**config.mk**
```make
export PLATFORM = sky130hd
export DESIGN_NAME = dsp_alu_stat
export DESIGN_NICKNAME = d
export VERILOG_FILES = /design/src/rtl/alu_pkg.sv /design/src/rtl/alu_opsel.sv /design/src/rtl/alu_adder.sv /design/src/rtl/alu_logic.sv /design/src/rtl/dsp_alu_stat.sv
export SDC_FILE = /design/constraint.sdc
export NUM_CORES = 1
export LEC_CHECK = 0
export ABC_AREA = 0
export BUFFER_PORTS_ARGS = -buffer_cell sky130_fd_sc_hd__clkbuf_2
export CAP_MARGIN = 20
export CORE_MARGIN = 2
export CORE_UTILIZATION = 45
export DETAILED_ROUTE_END_ITERATION = 8
export PLACE_DENSITY = 0.66
export SLEW_MARGIN = 20
export SYNTH_ARGS = -nofsm -noshare
export SYNTH_HDL_FRONTEND = slang
export SYNTH_HIERARCHICAL = 1
export SYNTH_SLANG_ARGS = --single-unit
```
**constraint.sdc**
```tcl
create_clock -name clk -period 4 [get_ports clk]
set_input_delay 0 -clock clk [delete_from_list [all_inputs] [get_ports clk]]
set_output_delay 0 -clock clk [all_outputs]
set_load 0.005 [all_outputs]
```
**src/rtl/alu_pkg.sv**
```systemverilog
package alu_pkg;

    typedef enum logic [3:0] {
        OP_ADD   = 4'd0,
        OP_ADDC  = 4'd1,
        OP_SUB   = 4'd2,
        OP_SUBB  = 4'd3,
        OP_RSUB  = 4'd4,
        OP_RSUBB = 4'd5,
        OP_AND   = 4'd6,
        OP_OR    = 4'd7,
        OP_XOR   = 4'd8,
        OP_PASSX = 4'd9,
        OP_PASSY = 4'd10,
        OP_NOTX  = 4'd11,
        OP_INCY  = 4'd12,
        OP_DECY  = 4'd13,
        OP_ABSX  = 4'd14,
        OP_ZERO  = 4'd15
    } alu_op_e;

    // packed MSB first: x-sign bit 4 ... zero bit 0
    typedef struct packed {
        logic xs;
        logic ac;
        logic av;
        logic an;
        logic az;
    } alu_flags_t;

    localparam int FLAG_W = $bits(alu_flags_t);

endpackage

```
**src/rtl/alu_opsel.sv**
```systemverilog
module alu_opsel
    import alu_pkg::*;
#(
    parameter int W = 16
) (
    input  alu_op_e        op,
    input  logic [W-1:0]   x,
    input  logic [W-1:0]   y,
    input  logic           cin,
    output logic [W-1:0]   a,
    output logic [W-1:0]   b,
    output logic           c,
    output logic           use_add
);
    localparam logic [W-1:0] ONE = W'(1);

    always_comb begin
        a       = x;
        b       = y;
        c       = 1'b0;
        use_add = 1'b1;
        unique case (op)
            OP_ADD:   begin a = x; b = y;  c = 1'b0; end
            OP_ADDC:  begin a = x; b = y;  c = cin;  end
            OP_SUB:   begin a = x; b = ~y; c = 1'b1; end
            OP_SUBB:  begin a = x; b = ~y; c = cin;  end
            OP_RSUB:  begin a = y; b = ~x; c = 1'b1; end
            OP_RSUBB: begin a = y; b = ~x; c = cin;  end
            OP_INCY:  begin a = y; b = ONE; c = 1'b0; end
            OP_DECY:  begin a = y; b = '1;  c = 1'b0; end
            OP_ABSX: begin
                a = x[W-1] ? '0 : x;
                b = x[W-1] ? ~x : '0;
                c = x[W-1];
            end
            default:  use_add = 1'b0;
        endcase
    end
endmodule

```
**src/rtl/alu_adder.sv**
```systemverilog
module alu_adder #(
    parameter int W = 16
) (
    input  logic [W-1:0] a,
    input  logic [W-1:0] b,
    input  logic         c,
    output logic [W-1:0] sum,
    output logic         cout,
    output logic         ovf
);
    logic [W:0] wide;

    always_comb begin
        wide = {1'b0, a} + {1'b0, b} + {{W{1'b0}}, c};
        sum  = wide[W-1:0];
        cout = wide[W];
        ovf  = (a[W-1] == b[W-1]) && (sum[W-1] != a[W-1]);
    end
endmodule

```
**src/rtl/alu_logic.sv**
```systemverilog
module alu_logic
    import alu_pkg::*;
#(
    parameter int W = 16
) (
    input  alu_op_e      op,
    input  logic [W-1:0] x,
    input  logic [W-1:0] y,
    output logic [W-1:0] res
);
    always_comb begin
        unique case (op)
            OP_AND:   res = x & y;
            OP_OR:    res = x | y;
            OP_XOR:   res = x ^ y;
            OP_PASSX: res = x;
            OP_PASSY: res = y;
            OP_NOTX:  res = ~x;
            default:  res = '0;
        endcase
    end
endmodule

```
**src/rtl/dsp_alu_stat.sv**
```systemverilog
module dsp_alu_stat
    import alu_pkg::*;
#(
    parameter int W = 16
) (
    input  logic         clk,
    input  logic         rst_n,
    input  logic         op_vld,
    input  logic [3:0]   op_code,
    input  logic         dest_af,
    input  logic [W-1:0] x_in,
    input  logic [W-1:0] y_in,
    input  logic         sat_mode,
    input  logic         latch_mode,
    input  logic         av_clr,
    output logic [W-1:0] ar_q,
    output logic [W-1:0] af_q,
    output logic [FLAG_W-1:0] stat_q
);
    localparam logic [W-1:0] SAT_POS = {1'b0, {(W-1){1'b1}}};
    localparam logic [W-1:0] SAT_NEG = {1'b1, {(W-1){1'b0}}};

    typedef struct packed {
        logic [W-1:0] ar;
        logic [W-1:0] af;
        alu_flags_t   fl;
    } alu_state_t;

    alu_state_t st_d, st_q;
    alu_op_e    op;

    logic [W-1:0] opa, opb, add_sum, log_res, raw, wr_val;
    logic         opc, use_add, add_co, add_ov;
    logic         av_new, ac_new, sat_hit;

    assign op = alu_op_e'(op_code);

    alu_opsel #(.W(W)) u_opsel (
        .op(op), .x(x_in), .y(y_in), .cin(st_q.fl.ac),
        .a(opa), .b(opb), .c(opc), .use_add(use_add)
    );

    alu_adder #(.W(W)) u_adder (
        .a(opa), .b(opb), .c(opc),
        .sum(add_sum), .cout(add_co), .ovf(add_ov)
    );

    alu_logic #(.W(W)) u_logic (
        .op(op), .x(x_in), .y(y_in), .res(log_res)
    );

    always_comb begin
        raw     = use_add ? add_sum : log_res;
        av_new  = use_add & add_ov;
        ac_new  = use_add & add_co;
        sat_hit = sat_mode & ~dest_af & av_new;
        wr_val  = sat_hit ? (ac_new ? SAT_NEG : SAT_POS) : raw;

        st_d = st_q;
        if (av_clr) st_d.fl.av = 1'b0;
        if (op_vld) begin
            if (dest_af) st_d.af = wr_val;
            else         st_d.ar = wr_val;
            st_d.fl.az = ~|wr_val;
            st_d.fl.an = wr_val[W-1];
            st_d.fl.ac = ac_new;
            st_d.fl.av = (latch_mode & st_d.fl.av) | av_new;
            if (op == OP_ABSX) st_d.fl.xs = x_in[W-1];
        end
    end

    always_ff @(posedge clk or negedge rst_n) begin
        if (!rst_n) st_q <= '0;
        else        st_q <= st_d;
    end

    assign ar_q   = st_q.ar;
    assign af_q   = st_q.af;
    assign stat_q = st_q.fl;

    AST_ZERO_OF_DEST: assert property (@(posedge clk) disable iff (!rst_n)
        op_vld |=> stat_q[0] == (($past(dest_af) ? af_q : ar_q) == '0));
    AST_SIGN_OF_DEST: assert property (@(posedge clk) disable iff (!rst_n)
        op_vld |=> stat_q[1] == ($past(dest_af) ? af_q[W-1] : ar_q[W-1]));
    AST_XSIGN_HOLD: assert property (@(posedge clk) disable iff (!rst_n)
        (!op_vld || op != OP_ABSX) |=> $stable(stat_q[4]));
    AST_SAT_CLAMP: assert property (@(posedge clk) disable iff (!rst_n)
        (op_vld && sat_mode && !dest_af && !latch_mode) |=>
        (!stat_q[2] || ar_q == (stat_q[3] ? SAT_NEG : SAT_POS)));
    AST_LOGIC_CLEARS: assert property (@(posedge clk) disable iff (!rst_n)
        (op_vld && !use_add) |=> (!stat_q[3] && (!stat_q[2] || $past(latch_mode))));
    AST_AV_STICKY: assert property (@(posedge clk) disable iff (!rst_n)
        (latch_mode && stat_q[2] && !av_clr) |=> stat_q[2]);
    AST_IDLE_HOLD: assert property (@(posedge clk) disable iff (!rst_n)
        (!op_vld && !av_clr) |=> ($stable(ar_q) && $stable(af_q) && $stable(stat_q)));
    AST_OTHER_DEST: assert property (@(posedge clk) disable iff (!rst_n)
        (op_vld && dest_af) |=> $stable(ar_q));

endmodule

```
==> impl_metrics.toml, run 1 <==
[power]
ir_drop_mv = 0.1944
p_seq_frac = 0.304
p_int_mw = 1.125
power_frac_clock = 0.185
p_leak_nw = 2.838
sw_frac_of_total = 0.3752
total_power_mw = 1.800
p_per_area_mw_per_mm2 = 319.5
combPwrFrac = 0.512
power_switching_uw = 675.3

[cts]
worstSkewPairLatency_ns = 0.29
clock-sinks = 37
htree_levels = 2
cts_buffer_depth = 2
cts_tree = "yes"
clkSlewWorstSetupHoldPaths_ns = 0.07
clock-root-buffer = "clkbuf_8"
cts_inserted_buffers = 5

[logic_synthesis]
synth-seq-area-share = 0.1858
netlist_area_mm2 = 0.004984
syn_avg_cell_area_um2 = 8.592
postSynthCellCount = 580
synth_area_leaders = "dfrtp_1 19%, ha_1 12%, mux2_2 8.8%"
synth_nets = 672
synth_cell_type_count = 69
yosys_warnings = 6
yosysTopAreaCellShare = 0.1858
synth_edf_count = 0
synth-async-reset-ratio = 1.000
synth-seq-cells = 37
yosysTopAreaCell = "dfrtp_1"
synth-main-ff-cell = "dfrtp_1"

[critical_path]
crit_fanout = 4
path_cells = "nor2b_1 -> a2111oi_0 -> a41o_1 -> fa_1 -> fa_1 -> a211oi_2 -> o21ai_0 -> a31oi_1 -> o21ai_0 -> a21o_1 -> nor4bb_4 -> a21oi_1 -> a21o_1 -> o21ai_0"
rr_worst_depth = 14
cp_common_cell = "o21ai_0"
r2r_end = "af_q[11]"
cp_slowest_cell = "fa_1"
worstPathRequired_ns = 4.18
critPathMaxStageDelay_ns = 0.46
crit_type = "flip-flop to flip-flop"
reg2reg_from = "stat_q[3]"
start_kind = "flip-flop"
worstSetupEndpointType = "flip-flop"
ff2ff_setup_slack_ns = 0.29
crit_arrival_ns = 3.89

[global_route]
grt_first_pass_wirelength_um = 22150
grt_start_max_net_pins = 42
antenna_found_initial = 0
grt_usage = 0.2300
grt_pass1_vias = 4568
grt_overflow = 0

[run]
max-cap-violations = 0

[final_layout]
antenna_cells = 0
layout.nets = 742
finalInstanceArea_mm2 = 0.005634
area_delta_synth_final_pct = 13.06
layout-drive-gt1-share = 0.2780

[floorplanning]
coreArea_mm2 = 0.01084
start_util = 0.4597
num_rows = 38
die_w_um = 109.2
die_h_um = 109.2
die_area_mm2 = 0.01193
io_pins = 80

[sta]
finClkSkew_ns = 0.006759
maxSlewHeadroom = 0.3953
fin_crit_sh = 0.9270
report.final.slew_viol_count = 0
whs_ns = 0.1027
setup_tns_ns = 0
worstMarginPinSlew_ns = 0.9070
grt_setup_unrepaired = "false"
finalSetupViolations = 0
max_freq_mhz = 269.7
finalHoldViolations = 0
period_needed_ns = 3.708

[placement]
dp_hpwl_um = 10390
place_congestion = 0.9505
portBuffers = 79
placed_cell_area_mm2 = 0.005460

[route]
routed_wl_um = 13320
vias_per_cell = 5.836
vias = 4616
antenna_left = 0
firstDrtPassIters = 4
drc = 0
wl_per_cell_um = 16.84
drt_iter0_markers = 239

[worst_hold_path]
hp-class = "primary input to flip-flop"
hold_depth = 2
hp-start = "op_vld"
hold_path_end = "stat_q[3]"

[outcome]
status = "completed"
-- logic make-up after synthesis --
| group | Yosys count | share of synthesized area |
|---|---|---|
| buffers and inverters | 91 | 0.08586 |
| muxes | 52 | 0.1152 |
| xor gates and xnor gates | 13 | 0.02285 |
| AOI/OAI and AO/OA | 188 | 0.2792 |
| DFF | 37 | 0.1858 |
| adders and majority gates | 49 | 0.1260 |
| and+or+nand+nor | 150 | 0.1850 |
-- worst max-delay path: cells and delay by family (launching register included) --
family | cells | cell delay (ns)
AO/OA/AOI/OAI | 10 | 1.84
adder cells (fa/ha/maj) | 2 | 0.90
flip-flops | 1 | 0.39
AND/OR/NAND/NOR | 2 | 0.45
-- cell type report --
| type | count | area (um^2) |
|---|---|---|
| clock buffer | 7 | 86.33 |
| sequential | 37 | 925.9 |
| clock inverter | 1 | 30.03 |
| timing repair buffer | 100 | 560.5 |
| inverter | 54 | 202.7 |
| tap | 140 | 175.2 |
| multi-input combinational | 452 | 3654 |
| fill | 1037 | 5206 |
-- through the flow --
step	util	cells	setup slack, ns
global placement	0.5037	779	0.2199
detailed placement	0.5037	779	0.03496
floorplan	-	580	0.4865
global route	0.5197	791	0.004775
CTS	0.5172	790	0.08226
finish	0.5197	791	0.2920
-- worst max path at each step --
stage,slack [ns],startpoint,depth (start not counted),to
final,0.29,stat_q[3],14,af_q[11]
after global routing,0.005,stat_q[3],14,af_q[11]
after CTS,0.08,stat_q[3],14,af_q[11]
after detailed placement,0.03,op_code[3],15,af_q[11]
after global placement,0.22,op_code[1],16,ar_q[15]
after floorplan,0.49,op_code[3],16,af_q[11]
-- power groups by stage --
stage	registers, mW	clock network (mW)	logic (mW)
after floorplan	0.555	0	0.585
after detailed placement	0.556	0	0.907
final	0.547	0.332	0.921
after CTS	0.549	0.341	0.915
after global routing	0.559	0.357	1.03
after global placement	0.549	0	0.885
-- cell usage after synthesis, types with 3 or more instances --
cell type / instances
o211ai_1: 3
a32oi_1: 15
o21bai_1: 3
and3b_1: 3
a21oi_1: 24
a2bb2oi_2: 10
nor2_1: 13
nand3_2: 10
a21o_1: 11
inv_1: 53
a2bb2oi_1: 6
nand2b_1: 5
o21ai_0: 52
mux2i_1: 12
buf_1: 3
nand2_1: 37
xnor2_1: 9
a22o_1: 16
buf_2: 15
dfrtp_1: 37
ha_1: 47
o2bb2ai_1: 15
nor2b_1: 48
xor2_1: 4
mux2_2: 39
o21ai_1: 7
buf_6: 7
clkbuf_1: 10
a31oi_1: 4
nand3_1: 10
-- metal layers --
metal  track usage  share of wire
met2        0.3935           0.49
met1        0.2901           0.43
met3       0.03168          0.040
met5             0              0
met4       0.09494          0.042
-- sequential cells by signal, indices dropped and copies added (netlist names) --
register,flops
ar_q,16
stat_q,5
af_q,16
-- cells in the final DEF, fill, tap and decap left out, drive strengths merged, types with 3 or more instances in the layout --
master	n
clkbuf	86
o21ai	61
inv	54
nor2b	48
ha	47
mux2	40
nand2	37
dfrtp	37
a21oi	24
nand3	20
buf	18
a22o	16
a2bb2oi	16
o2bb2ai	15
a32oi	15
nor2	13
mux2i	12
a21o	12
xnor2	9
nand2b	5
o211ai	5
a31oi	4
xor2	4
dlygate4sd3	3
o21bai	3
and3b	3
-- what timing repair did --
item | in CTS | in global routing
gates resized for setup | 0 | 3
setup endpoints to repair | 0 | 4
buffers inserted | 0 | 1
hold endpoints to repair | 38 | 0
hold buffers | 3 | 0
No activity file was read; power rests on OpenSTA's default activity.
==> run 2, diff against run 1 <==
Settings changed: REMOVE_ABC_BUFFERS from default to 1.
==> impl_metrics.toml, run 2 (synthesis results as in run 1) <==
[sta]
maxSlewHeadroom = 0.3367
finalHoldViolations = 0
finalSetupViolations = 0
whs_ns = 0.1049
report.final.slew_viol_count = 0
max_freq_mhz = 261.5
worst_slack_ns = 0.1756
worstMarginPinSlew_ns = 0.9950
finClkSkew_ns = 0.003369
fin_crit_sh = 0.9561
period_needed_ns = 3.824

[worst_hold_path]
hp-class = "primary input to flip-flop"
hold_depth = 2

[outcome]
status = "completed"

[placement]
portBuffers = 79
dp_cells = 778
dp_hpwl_um = 10280
pre_cts_slack_ns = -0.008376
place_congestion = 0.9425

[cts]
clock-root-buffer = "clkbuf_8"
clkSlewWorstSetupHoldPaths_ns = 0.07
htree_levels = 2
worstSkewPairLatency_ns = 0.29
clock-sinks = 37
cts_inserted_buffers = 5
cts_tree = "yes"
cts_buffer_depth = 2

[critical_path]
path_cells = "nor2b_1 -> a2111oi_0 -> a41o_1 -> fa_1 -> fa_1 -> a211oi_1 -> o21ai_1 -> a31oi_1 -> o21ai_0 -> a21o_1 -> nor4bb_2 -> a21oi_1 -> a21o_1 -> o21ai_0"
start_kind = "flip-flop"
crit_type = "flip-flop to flip-flop"
critPathMaxStageDelay_ns = 0.45
cp_slowest_cell = "fa_1"
worstSetupEndpointType = "flip-flop"
crit_fanout = 4
crit_arrival_ns = 4.02
rr_worst_depth = 14
ff2ff_setup_slack_ns = 0.18
worstPathRequired_ns = 4.19

[final_layout]
final_cells = 790
multiInputGateArea_mm2 = 0.003642
fillers = 1050
area_delta_synth_final_pct = 12.68
layout.nets = 741
layout-drive-gt1-share = 0.2769
final_common_cell = "clkbuf_2"
final_cell_mix = "79 x clkbuf_2, 53 x inv_1, 50 x o21ai_0"
final-seq-area_um2 = 925.9
antenna_cells = 0

[floorplanning]
start_util = 0.4597
io_pins = 80
die_h_um = 109.2
die_w_um = 109.2
num_rows = 38
die_area_mm2 = 0.01193
coreArea_mm2 = 0.01084

[route]
drt_iter0_markers = 231
vias = 4632
routed_wl_um = 13480
drc = 0
wl_per_cell_um = 17.06
firstDrtPassIters = 5
vias_per_cell = 5.863
antenna_left = 0

[global_route]
grt_start_max_net_pins = 48
grt_usage = 0.2281
grt_first_pass_wirelength_um = 21980
grt_pass1_vias = 4485
grt_overflow = 0
antenna_found_initial = 0

[power]
p_per_area_mw_per_mm2 = 321.5
p_leak_nw = 2.825
ir_drop_mv = 0.2033

[run]
max-cap-violations = 0
[run 2: what timing repair did]
action | CTS | global route
endpoints found under the setup margin | 0 | 23
setup buffers | 0 | 1
hold buffers | 3 | 0
hold endpoints to repair | 38 | 0
gates resized for setup | 0 | 3
[run 2: worst paths after layout]
check / start / endpoint
setup reg to reg: stat_q[3] / ar_q[11]
setup / recovery: stat_q[3] / ar_q[11]
max in group asynchronous: rst_n / af_q[14]
hold reg to reg: ar_q[10] / ar_q[10]
min in group asynchronous: rst_n / af_q[12]
hold / removal: x_in[15] / stat_q[4]
[run 2: area by class of cell]
class	instances	share of cell area
Sequential cell	37	0.1649
Inverter	54	0.03610
Timing Repair Buffer	99	0.09848
Tap cell	140	0.03119
Multi-Input combinational cell	452	0.6486
Clock buffer	7	0.01537
Clock inverter	1	0.005348
[run 2: metal layers]
layer	GRT usage	vias up	wire length (um)
li1	-	2255	-
met1	0.2902	2254	6000
met2	0.4130	103	6820
met3	0.02690	20	434
met4	0.04792	0	221
met5	0	-	0
[run 2: worst max-delay path, delay by kind of cell (launching register included)]
family | cells | cell delay, ns
AO/OA/AOI/OAI | 10 | 1.93
adder cells (fa/ha/maj) | 2 | 0.88
AND/OR/NAND/NOR | 2 | 0.50
flip-flops | 1 | 0.43
[run 2: where the power goes]
part | switching [mW] | internal, mW
Clock | 0.134 | 0.203
Combinational | 0.483 | 0.433
Sequential | 0.0664 | 0.486
Total | 0.683 | 1.12
[run 2: stage by stage]
step	util	cell area [um^2]	TNS (ns)	power, mW
2_1_floorplan	-	4758	0	1.115
3_3_place_gp	0.5030	5453	0	1.434
3_5_place_dp	0.5030	5453	-0.01965	1.464
4_1_cts	0.5165	5599	0	1.806
5_1_grt	0.5180	5615	-0.03012	1.943
6_report	0.5180	5615	0	1.805
